$ cat config.mk
export PLATFORM = sky130hd
export DESIGN_NAME = regbus_bridge
export DESIGN_NICKNAME = d
export VERILOG_FILES = /design/src/rtl/regbus_bridge.sv
export SDC_FILE = /design/constraint.sdc
export NUM_CORES = 1
export LEC_CHECK = 0
export BUFFER_PORTS_ARGS = -buffer_cell sky130_fd_sc_hd__buf_2
export CORE_MARGIN = 2
export CORE_UTILIZATION = 37
export CTS_CLUSTER_DIAMETER = 30
export DETAILED_ROUTE_END_ITERATION = 6
export PLACE_DENSITY = 0.77
export SYNTH_ARGS = -nofsm -noshare
export SYNTH_HDL_FRONTEND = slang
export SYNTH_SLANG_ARGS = --single-unit
$ cat constraint.sdc
create_clock -name clk -period 2.4 [get_ports clk]
set_clock_uncertainty 0.05 [all_clocks]
set_input_delay 0.12 -clock clk [delete_from_list [all_inputs] [get_ports clk]]
set_output_delay 0.12 -clock clk [all_outputs]
set_load 0.05 [all_outputs]
$ cat src/rtl/regbus_bridge.sv
module regbus_bridge #(
  parameter int          HOST_AW   = 8,
  parameter int          REG_AW    = 13,
  parameter int          BUS_AW    = 32,
  parameter bit          LSB_FIRST = 1'b0,
  parameter int          XFER_BITS = 32,
  parameter int          NUM_CS    = 1,
  parameter bit          CPOL      = 1'b0,
  parameter bit          CPHA      = 1'b0,
  parameter logic [15:0] PERIPH_ID = 16'h0000
) (
  input  logic               clk,
  input  logic               rst,
  input  logic               host_wr,
  input  logic [HOST_AW-1:0] host_addr,
  input  logic [63:0]        host_wdata,
  output logic [63:0]        host_rdata,
  output logic               bus_req,
  output logic [BUS_AW-1:0]  bus_addr,
  output logic               bus_we,
  output logic [31:0]        bus_wdata,
  input  logic               bus_ack,
  input  logic [31:0]        bus_rdata
);
  localparam logic [HOST_AW-1:0] OFF_CAP = HOST_AW'(8);
  localparam logic [HOST_AW-1:0] OFF_CMD = HOST_AW'(16);
  localparam logic [HOST_AW-1:0] OFF_STS = HOST_AW'(24);
  localparam logic [1:0] OP_RD = 2'd1;
  localparam logic [1:0] OP_WR = 2'd2;

  logic              busy, done, we_q;
  logic [REG_AW-1:0] addr_q;
  logic [31:0]       wd_q, rd_q;
  logic [63:0]       cap_word, sts_word;

  wire [1:0] op     = host_wdata[63:62];
  wire       launch = host_wr && host_addr == OFF_CMD && !busy && (op == OP_RD || op == OP_WR);
  wire       finish = busy && bus_ack;
  wire       unused_cmd_bits = ^host_wdata[61:32+REG_AW];

  always_ff @(posedge clk) begin
    if (rst) begin
      busy <= 1'b0;
      done <= 1'b0;
      rd_q <= '0;
    end else if (finish) begin
      busy <= 1'b0;
      done <= 1'b1;
      if (!we_q) rd_q <= bus_rdata;
    end else if (launch) begin
      busy <= 1'b1;
      done <= 1'b0;
    end
  end

  always_ff @(posedge clk) begin
    if (launch) begin
      addr_q <= host_wdata[32 +: REG_AW];
      we_q   <= op == OP_WR;
      wd_q   <= host_wdata[31:0];
    end
  end

  assign bus_req   = busy;
  assign bus_addr  = {{(BUS_AW-REG_AW){1'b0}}, addr_q};
  assign bus_we    = we_q;
  assign bus_wdata = wd_q;

  always_comb begin
    cap_word        = '0;
    cap_word[1]     = LSB_FIRST;
    cap_word[7:2]   = 6'(XFER_BITS);
    cap_word[13:8]  = 6'(NUM_CS);
    cap_word[14]    = CPOL;
    cap_word[15]    = CPHA;
    cap_word[47:32] = PERIPH_ID;
    sts_word        = '0;
    sts_word[31:0]  = rd_q;
    sts_word[32]    = done;
  end

  always_comb begin
    case (host_addr)
      OFF_CAP: host_rdata = cap_word;
      OFF_STS: host_rdata = sts_word;
      default: host_rdata = '0;
    endcase
  end
endmodule

### Word-level counts from Yosys, hierarchy flattened

Index checks and enable logic that the tools add are counted.

* flip-flop bits (word level): 80
* bits in latches: 0
* bits in writable memories: 0
* ROM bits: 0
* bits of input ports: 108
* output and inout port bits: 130
* word-level logic and storage cells: 24
* memories kept: 0

* add/subtract/negate cells: 0
* multipliers: 0
* div/mod/pow operators: 0
* magnitude comparators: 0
* equal/unequal tests: 5
* shifts and indexed selects: 0
* muxes and demuxes: 3
* bitwise operators: 1
* reduce and logical (&&, ||, !) cells: 9

Operators with widths (number)
* 33-bit case mux with 2 select lines: 1
* 8-bit by 5-bit == test with 1-bit output (second input constant): 2
* 8-bit by 4-bit == test with 1-bit output (second input constant): 1
* 1-bit logical AND: 4
* 2-bit by 1-bit == test with 1-bit output (second input constant): 1
* 2-bit == test (second input constant): 1
* 1-bit 2-to-1 mux: 2
* 2-bit AND reduction: 1
* 2-bit nonzero test: 1
* 2-bit OR reduction: 1
* 1-bit logical NOT: 1
* 1-bit logical OR: 1
* 1-bit inverter: 1

### Logic depth before layout (Yosys ltp)

* depth in word-level cells: 6
* mapped depth: 5
* mapped depth without buffers: 5

### Worst setup path after synthesis

Ideal clock, no wire load.

* path type: input-to-reg
* from: input host_wdata[62]
* to: register addr_q[0] (enable)
* setup time: 410 ps
* data arrival time: 1904 ps
* required time: 1940 ps
* slack: 36 ps
* stages on the path: 4
* buffers on the path: 0
* cell sequence: inv_1 ha_1 nor4bb_1 and4b_1

* word-level cells in the longest chain between the ends: 3
* elaborated cells between the ends (all ways): 4
* classes of those cells: eq/ne (2); reduce/logical (2)

RTL lines
* from (decl): line 16 `input logic [63:0] host_wdata,`
* 2-bit by 1-bit == test with 1-bit output or 2-bit == test (tied branches): line 37 `wire launch = host_wr && host_addr == OFF_CMD && !busy && (op == OP_RD || op == OP_WR);`
* 1-bit logical OR *: line 37
* 1-bit logical AND *: line 37
* net launch: line 37
* to (signal assigned): line 58 `addr_q <= host_wdata[32 +: REG_AW];`
* to (decl): line 32 `logic [REG_AW-1:0] addr_q;`

Mark *: on every way through the listed nets, which the timed path passes. The rest lies on a longest branch.
A chain may end at the register's enable or synchronous reset.

### Final worst setup path

* from: input host_addr[1]
* to: output host_rdata[3]

* word-level cells in the longest chain between the ends: 2
* elaborated cells between the ends (all ways): 3
* classes of those cells: eq/ne (2); mux (1)

RTL lines
* from (decl): line 15 `input logic [HOST_AW-1:0] host_addr,`
* 8-bit by 5-bit == test with 1-bit output or 8-bit by 4-bit == test with 1-bit output (tied branches): line 83 `case (host_addr)`
* 33-bit case mux with 2 select lines *: line 83
* to (decl): line 17 `output logic [63:0] host_rdata,`

Every way passes the cells marked *; elsewhere a longest branch is shown, timed or not.

==> impl_metrics.prom <==
# TYPE chip_impl_metric gauge
chip_impl_metric{name="diodes",unit=""} 0
chip_impl_metric{name="cts_buffers",unit=""} 9
chip_impl_metric{name="ios",unit=""} 238
chip_impl_metric{name="overflow",unit=""} 0
chip_impl_metric{name="yosys.area_share.xor_xnor",unit="%"} 0
chip_impl_metric{name="power_per_cell_area",unit="nW/µm²"} 581
chip_impl_metric{name="finalWirelength",unit="µm"} 8870
chip_impl_info{name="crit_chain",value="buf_2 -> nor4_2 -> and4_4 -> and2_1 -> buf_2"} 1
chip_impl_metric{name="synth_top_area_share",unit="%"} 42.5
chip_impl_metric{name="number_of_h_tree_branching_levels",unit=""} 3
chip_impl_info{name="outcome",value="finished, final reports clean"} 1
chip_impl_metric{name="timing.critical_path.fanout_max",unit=""} 31
chip_impl_info{name="tritoncts_clock_tree",value="built"} 1
chip_impl_metric{name="number_of_global_route_vias_before_repair",unit=""} 2783
chip_impl_metric{name="grt_usage",unit="%"} 18.4
chip_impl_metric{name="synth.area.mux_share",unit="%"} 0
chip_impl_info{name="setup.worst_path.start",value="host_addr[1]"} 1
chip_impl_metric{name="worst-endpoint-required",unit="ps"} 2230
chip_impl_metric{name="insertion_delay",unit="ps"} 330
chip_impl_metric{name="async_flop_share",unit="%"} 0
chip_impl_metric{name="worstHoldPathCells",unit=""} 2
chip_impl_metric{name="core_area",unit="µm²"} 8640
chip_impl_info{name="endpoint_kind",value="primary output"} 1
chip_impl_metric{name="synthesis.yosys.warnings",unit=""} 0
chip_impl_metric{name="numClockSinks",unit=""} 80
chip_impl_metric{name="final.hold.worst_slack",unit="ps"} 56.2
chip_impl_metric{name="r2r_slack",unit="ps"} 770
chip_impl_info{name="timing_worst_setup_path_type",value="input port to primary output"} 1
chip_impl_metric{name="timing.max_cap.violations",unit=""} 0
chip_impl_metric{name="cp_data_arrival_time",unit="ps"} 1570
chip_impl_metric{name="number_of_pins_with_negative_max_slew_slack_in_the_final_report",unit=""} 0
chip_impl_metric{name="vias_per_cell",unit=""} 4.39
chip_impl_metric{name="maxClockFrequency",unit="MHz"} 576
chip_impl_metric{name="place.detailed.hpwl",unit="µm"} 5440
chip_impl_info{name="grt_setup_unrepaired",value="false"} 1
chip_impl_info{name="netlist.top_cell.by_area",value="sky130_fd_sc_hd__edfxtp_1"} 1
chip_impl_metric{name="yosys.area_share.adder",unit="%"} 0.385
chip_impl_metric{name="final.min_clock_period",unit="ps"} 1740
chip_impl_metric{name="final_hold_viol_count",unit=""} 0
chip_impl_metric{name="power.ir.vdd_worst",unit="V"} 0.000325
chip_impl_info{name="timing.hold.worst.start",value="host_wdata[63]"} 1
chip_impl_info{name="synth_top_family_by_area",value="simple AND/OR/NAND/NOR gates"} 1
chip_impl_info{name="clock-root-buffer",value="sky130_fd_sc_hd__clkbuf_8"} 1
chip_impl_metric{name="initial_core_util",unit="%"} 37.7
chip_impl_metric{name="die_h",unit="µm"} 97.8
chip_impl_metric{name="clockBufferDepth",unit=""} 2
chip_impl_info{name="r2r_start",value="bus_we"} 1
chip_impl_metric{name="io_buffers",unit=""} 170
chip_impl_metric{name="fin_crit_sh",unit="%"} 72.3
chip_impl_metric{name="setup_viols_final",unit=""} 0
chip_impl_info{name="startpoint_type",value="input port"} 1
chip_impl_info{name="synth_common_cells",value="sky130_fd_sc_hd__nand2_1 (64), sky130_fd_sc_hd__buf_4 (50), sky130_fd_sc_hd__edfxtp_1 (46), sky130_fd_sc_hd__a21oi_1 (35), sky130_fd_sc_hd__dfxtp_1 (34)"} 1
chip_impl_metric{name="syn_to_final_growth",unit="%"} 54.0
chip_impl_info{name="critical_path.slowest_cell",value="sky130_fd_sc_hd__and4_4"} 1
chip_impl_metric{name="route.detailed.drc",unit=""} 0
chip_impl_metric{name="design.die.area",unit="µm²"} 9560
chip_impl_metric{name="syn_inst",unit=""} 290
chip_impl_metric{name="timing_worst_slew_pin_value",unit="ps"} 661
chip_impl_metric{name="gp_congestion",unit=""} 0.730
chip_impl_metric{name="ys_types",unit=""} 25
chip_impl_metric{name="cts_setup_buffers",unit=""} 0
chip_impl_metric{name="first_pass_iters",unit=""} 4
chip_impl_metric{name="die_width",unit="µm"} 97.8
chip_impl_metric{name="timing.setup.tns",unit="ps"} 0
chip_impl_info{name="worstHoldPathType",value="input port to register"} 1
chip_impl_info{name="ys_dominant_reg_cell",value="sky130_fd_sc_hd__edfxtp_1"} 1
chip_impl_metric{name="synth_compound_area_share",unit="%"} 5.69
chip_impl_metric{name="cts.clk_slew.worst_paths",unit="ps"} 70
chip_impl_metric{name="wire_per_inst",unit="µm"} 13.7
chip_impl_metric{name="fin_nets",unit=""} 645
chip_impl_metric{name="syn_avg_cell_area",unit="µm²"} 11.2
chip_impl_metric{name="number_of_antenna_violations_at_the_first_check_in_global_routing",unit=""} 0
chip_impl_info{name="synth_most_common_cell",value="sky130_fd_sc_hd__nand2_1"} 1
chip_impl_metric{name="synth_simple_gate_area_share",unit="%"} 16.1
chip_impl_info{name="critical-path-top-cell-by-count",value="sky130_fd_sc_hd__buf_2"} 1
chip_impl_metric{name="synth-edff-count",unit=""} 46
chip_impl_metric{name="drtIter0Drc",unit=""} 103
chip_impl_metric{name="first_pass_grt_wire_length",unit="µm"} 14000
chip_impl_metric{name="worst_r2r_path_depth",unit=""} 4
chip_impl_metric{name="synth_seq_cells",unit=""} 80
chip_impl_metric{name="num_rows",unit=""} 34
chip_impl_metric{name="p_leak",unit="nW"} 2.22
chip_impl_metric{name="synth_area",unit="µm²"} 3250
chip_impl_metric{name="slew_headroom",unit="%"} 55.9
chip_impl_metric{name="timing.critical_path.slowest_cell_delay",unit="ps"} 490
chip_impl_metric{name="detailroute.via_count",unit=""} 2851
chip_impl_metric{name="grt_start_max_net_pins",unit=""} 49
chip_impl_info{name="ys_top_cells_by_area",value="sky130_fd_sc_hd__edfxtp_1 (42%), sky130_fd_sc_hd__dfxtp_1 (21%), sky130_fd_sc_hd__buf_4 (12%), sky130_fd_sc_hd__nand2_1 (7.4%), sky130_fd_sc_hd__a21oi_1 (5.4%)"} 1
chip_impl_metric{name="synth_seq_area_share",unit="%"} 63.4
chip_impl_metric{name="final.fill_count",unit=""} 688
chip_impl_metric{name="route.antenna.remaining_nets",unit=""} 0
chip_impl_metric{name="post_route_cells_drive_above_1_share",unit="%"} 37.0
## worst max-delay path: cells and delay by family
kind	cells	cell delay [ps]
and+or+nand+nor	3	1060
buffers and inverters	2	380
## cells by family (layout without fill, tap and decap cells)
logic type / after synthesis / count (layout)
AO/OA/AOI/OAI: 36 / 36
adder cells (fa/ha/maj): 1 / 1
AND/OR/NAND/NOR: 105 / 105
flip-flops: 80 / 80
other: 1 / 50
buffers and inverters: 67 / 269
## where the power goes
part	leakage [nW]	internal, mW	switching, mW
clock	0.104	0.594	0.502
combinational	1.43	0.137	0.232
sequential	0.686	1.45	0.000320
## per-stage QoR
step	setup WS, ps	utilization [%]	cell area (µm²)	cells	power (mW)
2_1_floorplan	35.5	-	3440	339	1.73
3_3_place_gp	722	46.5	4020	556	1.74
3_5_place_dp	689	46.5	4020	556	1.74
4_1_cts	672	58.0	5010	649	2.94
5_1_grt	526	58.0	5010	649	3.03
6_report	665	58.0	5010	649	2.91
## state kept, by name (all words and copies together), names as in the netlist
name and count:
bus_req 1, done 1, bus_we 1, bus_wdata 32, addr_q 13, rd_q 32
## layout make-up
cell class              instances  area (µm²)  share of cell area, %
flip-flops and latches         80        2060                   41.2
clock inverters                 6        92.6                   1.85
well taps                     108         135                   2.70
inverters                       3        11.3                  0.225
repair buffers                250        1670                   33.3
clock buffers                  10         128                   2.55
multi-input cells             192         911                   18.2
## worst paths after layout
kind | to
min | bus_we
max reg2reg | rd_q[20]
max | host_rdata[3]
min reg2reg | rd_q[10]
## routing by layer
metal  GRT usage, %  wire (µm)  vias up
li1               -          -     1347
met1           21.3       3460     1324
met2           32.8       4550      172
met3           6.37        790        8
met4           4.59         72        0
met5              0          0        -
## placed cells by master, fill, tap and decap left out
| master | synthesis | layout |
|---|---|---|
| sky130_fd_sc_hd__buf_2 | 3 | 170 |
| sky130_fd_sc_hd__dlygate4sd3_1 | 0 | 77 |
| sky130_fd_sc_hd__nand2_1 | 64 | 64 |
| sky130_fd_sc_hd__conb_1 | 1 | 50 |
| sky130_fd_sc_hd__edfxtp_1 | 46 | 46 |
| sky130_fd_sc_hd__a21oi_1 | 35 | 35 |
| sky130_fd_sc_hd__dfxtp_1 | 34 | 34 |
| sky130_fd_sc_hd__and2_1 | 23 | 23 |
| sky130_fd_sc_hd__clkbuf_8 | 0 | 9 |
| sky130_fd_sc_hd__and2_2 | 8 | 8 |
| sky130_fd_sc_hd__inv_1 | 3 | 3 |
| sky130_fd_sc_hd__inv_6 | 0 | 2 |
| sky130_fd_sc_hd__clkinvlp_4 | 0 | 2 |
| sky130_fd_sc_hd__bufinv_16 | 0 | 2 |
| sky130_fd_sc_hd__buf_12 | 0 | 2 |
| sky130_fd_sc_hd__nor2_1 | 1 | 1 |
| sky130_fd_sc_hd__nor4_2 | 1 | 1 |
| sky130_fd_sc_hd__nor4bb_1 | 1 | 1 |
| sky130_fd_sc_hd__and4b_2 | 0 | 1 |
| sky130_fd_sc_hd__and4_4 | 1 | 1 |
| sky130_fd_sc_hd__nand3_1 | 1 | 1 |
| sky130_fd_sc_hd__and3b_1 | 1 | 1 |
| sky130_fd_sc_hd__nand3b_1 | 1 | 1 |
| sky130_fd_sc_hd__nor2b_1 | 1 | 1 |
| sky130_fd_sc_hd__o21ba_2 | 1 | 1 |
| sky130_fd_sc_hd__nor3_1 | 1 | 1 |
| sky130_fd_sc_hd__ha_1 | 1 | 1 |
| sky130_fd_sc_hd__clkbuf_1 | 7 | 1 |
| sky130_fd_sc_hd__buf_4 | 50 | 1 |
## timing repair
action	4_1_cts	5_1_grt
hold buffers	77	0
resized for setup	0	0
endpoints found under the hold margin	77	0
Note: power is estimated with default switching activity, not from simulation.
